`config.mk`:
```
export PLATFORM = sky130hd
export DESIGN_NAME = divn_counter
export DESIGN_NICKNAME = d
export VERILOG_FILES = /design/src/rtl/divn_pkg.sv /design/src/rtl/divn_digit.sv /design/src/rtl/divn_term_detect.sv /design/src/rtl/divn_counter.sv
export SDC_FILE = /design/constraint.sdc
export NUM_CORES = 1
export LEC_CHECK = 0
export ABC_AREA = 1
export BUFFER_PORTS_ARGS = -buffer_cell sky130_fd_sc_hd__buf_4
export CAP_MARGIN = 5
export CORE_MARGIN = 10
export CORE_UTILIZATION = 31
export DETAILED_ROUTE_END_ITERATION = 10
export SLEW_MARGIN = 20
export SYNTH_ARGS = -nofsm -noshare
export SYNTH_HDL_FRONTEND = slang
export SYNTH_SLANG_ARGS = --single-unit
```
`constraint.sdc`:
```
create_clock -name clk -period 3.34 [get_ports clk]
set_clock_uncertainty 0.15 [all_clocks]
set_input_delay 0.334 -clock clk [delete_from_list [all_inputs] [get_ports clk]]
set_output_delay 0.334 -clock clk [all_outputs]
set_load 0.01 [all_outputs]
```
`src/rtl/divn_pkg.sv`:
```
package divn_pkg;
  localparam int DIGIT_W = 4;
  localparam int BCD_TOP = 9;

  typedef logic [DIGIT_W-1:0] digit_t;

  typedef enum logic {
    RADIX_BIN = 1'b0,
    RADIX_DEC = 1'b1
  } radix_e;

  // Largest value a digit reaches when wrapping through zero.
  function automatic digit_t digit_ceiling(input radix_e radix);
    return (radix == RADIX_DEC) ? digit_t'(BCD_TOP) : '1;
  endfunction

  // Next value of a digit that is told to decrement.
  // An oversized decimal digit simply steps down in binary.
  function automatic digit_t digit_step(input digit_t cur, input radix_e radix);
    digit_t nxt;
    if (cur == '0) nxt = digit_ceiling(radix);
    else           nxt = cur - digit_t'(1);
    return nxt;
  endfunction
endpackage

```
`src/rtl/divn_digit.sv`:
```
module divn_digit
  import divn_pkg::*;
(
  input  logic   clk,
  input  logic   load,
  input  digit_t load_val,
  input  logic   bcd,
  input  logic   dec_en,
  output digit_t val,
  output logic   is_zero
);
  radix_e radix;
  digit_t stepped;

  always_comb begin
    radix   = bcd ? RADIX_DEC : RADIX_BIN;
    stepped = digit_step(val, radix);
  end

  assign is_zero = (val == '0);

  always_ff @(posedge clk) begin
    if (load)        val <= load_val;
    else if (dec_en) val <= stepped;
  end
endmodule

```
`src/rtl/divn_term_detect.sv`:
```
module divn_term_detect
  import divn_pkg::*;
#(
  parameter int NUM_DIGITS = 2
) (
  input  digit_t                low_val,
  input  logic [NUM_DIGITS-1:0] is_zero,
  input  logic                  reload_en,
  output logic                  reload_hit,
  output logic                  term_hit
);
  logic upper_zero;
  logic at_zero;
  logic at_one;

  generate
    if (NUM_DIGITS > 1) begin : g_upper
      assign upper_zero = &is_zero[NUM_DIGITS-1:1];
    end else begin : g_single
      assign upper_zero = 1'b1;
    end
  endgenerate

  assign at_zero    = &is_zero;
  assign at_one     = upper_zero && (low_val == digit_t'(1));
  assign reload_hit = reload_en && at_one;
  assign term_hit   = reload_en ? at_one : at_zero;
endmodule

```
`src/rtl/divn_counter.sv`:
```
module divn_counter
  import divn_pkg::*;
#(
  parameter  int NUM_DIGITS = 2,
  localparam int CNT_W      = NUM_DIGITS * DIGIT_W
) (
  input  logic                  clk,
  input  logic                  rst,
  input  logic [CNT_W-1:0]      preset,
  input  logic [NUM_DIGITS-1:0] bcd_mode,
  input  logic                  reload_en,
  output logic                  zero_det,
  output logic                  q_out
);
  logic [CNT_W-1:0]      cnt;
  logic [NUM_DIGITS-1:0] dec_en;
  logic [NUM_DIGITS-1:0] is_zero;
  logic                  reload_hit;
  logic                  term_hit;
  logic                  load_now;

  assign load_now  = rst || reload_hit;
  assign dec_en[0] = 1'b1;

  generate
    for (genvar g = 0; g < NUM_DIGITS; g++) begin : g_digit
      if (g > 0) begin : g_chain
        assign dec_en[g] = dec_en[g-1] && is_zero[g-1];
      end
      divn_digit u_digit (
        .clk      (clk),
        .load     (load_now),
        .load_val (preset[g*DIGIT_W +: DIGIT_W]),
        .bcd      (bcd_mode[g]),
        .dec_en   (dec_en[g]),
        .val      (cnt[g*DIGIT_W +: DIGIT_W]),
        .is_zero  (is_zero[g])
      );
    end
  endgenerate

  divn_term_detect #(.NUM_DIGITS(NUM_DIGITS)) u_term (
    .low_val    (cnt[DIGIT_W-1:0]),
    .is_zero    (is_zero),
    .reload_en  (reload_en),
    .reload_hit (reload_hit),
    .term_hit   (term_hit)
  );

  always_ff @(posedge clk) begin
    if (rst) zero_det <= 1'b0;
    else     zero_det <= term_hit;
  end

  assign q_out = cnt[CNT_W-1];
endmodule

```
==> impl_results.md <==
* Outcome: completed
* Initial antenna violation count at 0
* RSZ-0062 raised after global routing: false
* # setup viols final at 0
* DRT iter0 DRCs at 10
* Pin count of the biggest net entering global routing at 9
* GR Overflow Total at 0
* Reg power frac at between 40% and 50%
* Max H-tree Level at 1
* Fmax at approximately 640 MHz
* Detailed-placement wirelength estimate at roughly 1.2 mm
* Syn_nets at 114
* First-pass GRT wire length at approximately 2.2 mm
* Worst slew pin tran at approximately 0.16 ns
* Slew Limit Fails at 0
* Post-Route Utilization at between 40% and 50%
* Chip height at roughly 67 um
* Sequential fraction of the synthesis area at 32.1%
* CP required at between 3 and 4 ns
* FF+latch area at 220 um^2
* Die ar. at about 4500 um^2
* Worst slew margin at between 80% and 90%
* Nets at between 100 and 150
* CTS root buffer: clkbuf_4
* Crit path kind: flip-flop to flip-flop
* Avg Inst Size Synth at around 7.1 um^2
* WHS Path Cells at 3
* Final Cycle Share at between 40% and 50%
* Pwr Total at between 0.3 and 0.4 mW
* GPL Wtd Cong at 0.823
* CP max FO at 6
* CTS tree: built
* Switching share of power at between 30% and 40%
* Total CTS buffers at 3
* Seq cells post-synth at 9
* Worst Reg-to-Reg Cells at 6
* Worst path arrival time at between 1 and 1.5 ns
* Int Pwr at roughly 0.23 mW
* Commonest non-fill, non-tap cell in the layout: nand2_1
* Total core area at 2040 um^2
* Max clock buf depth at 2
* CP Capture Type: flip-flop
* ANT nets after route at 0
* Vias post-DR at between 500 and 600
* Fillers at between 200 and 250
* Synth area leader: nand2_1
* Routed wire length per instance at between 9 and 10 um
* Post-CTS setup buffer count at 0
* Clk Latency, worst-skew pair at around 0.24 ns
* Post-Synthesis Cell Area at approximately 690 um^2
* Port Buf Inserts at 14
* Commonest non-fill, non-tap cells in the layout: nand2_1, buf_4, inv_1
* Sw Pwr at 0.113 mW
* Vias in the first global route at 553
* Initial Util at between 30% and 40%
* Total track usage at ~6.1%
* Multi-input logic area at 393 um^2
* # hold bufs at CTS at 0
* Hold crit path type: input pin to flip-flop
* Synth warn at 0
* DRC at 0
* Layout area overhead at 24.0%
* Pwr/cell area at 404 nW/um^2
* Critical Path Start Type: flip-flop
* Yosys top cell area share at 19.7%
* Synth cell types at 17
* Max Cap Viol at 0
* Mapped Cells at 97
* Worst vdd ir at ~0.23 mV
* Final hold vios at 0
* TNS Setup at 0 ns
* DR pass1 iterations at 4
* Routed wire length at around 1.3 mm
* Combinational power share at a little over a third
* Top cells by area, synth: nand2_1, edfxtp_1, dfxtp_1
* Leakage at between 0.4 and 0.5 nW
* Overall die width at 67.1 um
* Layout cells sized above 1 at roughly 34%
* Total number of placement rows at 16
* Clock-pin slew on the worst setup and hold paths at 0.06 ns
* Sink Count at 9
* Boundary Pins at 15
* Fin crit period at about 1.6 ns
* ANT cells at 0
* Post-CTS sizing at 0
* Clk pwr share at between 20% and 30%
* Via density at a little over 4
## final cells by class
cell class | instances | area share [%]
Multi-Input combinational cell | 72 | 46.1
Sequential cell | 9 | 25.8
Timing Repair Buffer | 14 | 12.3
Inverter | 16 | 8.66
Tap cell | 27 | 3.96
Clock buffer | 4 | 3.08
## path summary, 6_finish.rpt
kind	endpoint	start	slack [ns]
hold reg to reg	g_digit[0].u_digit.val[0]	g_digit[0].u_digit.val[0]	0.43
setup / recovery	g_digit[1].u_digit.val[1]	g_digit[1].u_digit.val[0]	1.78
hold / removal	g_digit[0].u_digit.val[0]	preset[0]	0.13
setup reg to reg	g_digit[1].u_digit.val[1]	g_digit[1].u_digit.val[0]	1.78
## logic make-up after synthesis
| logic type | after synthesis | share of synthesized area [%] |
|---|---|---|
| AOI/OAI and AO/OA | 2 | 1.46 |
| and+or+nand+nor | 66 | 48.5 |
| DFF | 9 | 32.1 |
| buffers and inverters | 16 | 10.7 |
| adders and majority gates | 4 | 7.29 |
## per-layer routing
layer / track usage (%) / share of wire [%] / vias to the layer above
li1: - / - / 328
met1: 7.20 / 46 / 237
met2: 10.3 / 48 / 12
met3: 1.67 / 4.9 / 2
met4: 2.31 / 0.78 / 0
met5: 0 / 0 / -
## cell usage after synthesis
cell type and instances:
nor2_2 3, nand2_2 11, inv_2 3, nand2_1 36, dfxtp_1 5, nand3_1 7, ha_1 4, inv_1 12
a21oi_1 1, edfxtp_1 4, o21ai_0 1, bufinv_8 1, nor2_4 2, or2_1 1, nand2_8 1, nor2_1 4
nand2_4 1
## registers in the layout (all words and copies together), names as in the netlist
signal,flops
zero_det,1
g_digit.u_digit.val,8
## through the flow
step / instances / worst slack [ns] / hold slack, ns / instance area [um^2]
2_1_floorplan: 97 / 1.85 / 0.253 / 687
3_3_place_gp: 138 / 1.79 / 0.374 / 826
3_5_place_dp: 138 / 1.78 / 0.378 / 826
4_1_cts: 142 / 1.77 / 0.121 / 852
5_1_grt: 142 / 1.63 / 0.125 / 852
6_report: 142 / 1.78 / 0.125 / 852
## power by group through the flow
stage	registers, mW	logic [mW]	clock network [mW]
3_3_place_gp	0.149	0.122	0
3_5_place_dp	0.149	0.123	0
2_1_floorplan	0.147	0.0896	0
6_report	0.146	0.122	0.0761
4_1_cts	0.147	0.123	0.0790
5_1_grt	0.150	0.141	0.0837
## worst max-delay path, stage by stage, from the launching register on
cell,delay [ns]
edfxtp_1,0.38
inv_1,0.10
ha_1,0.20
nand2_2,0.12
nor2_4,0.14
nor2_4,0.05
nand2_1,0.13
Power figures use the tool's default switching activity.
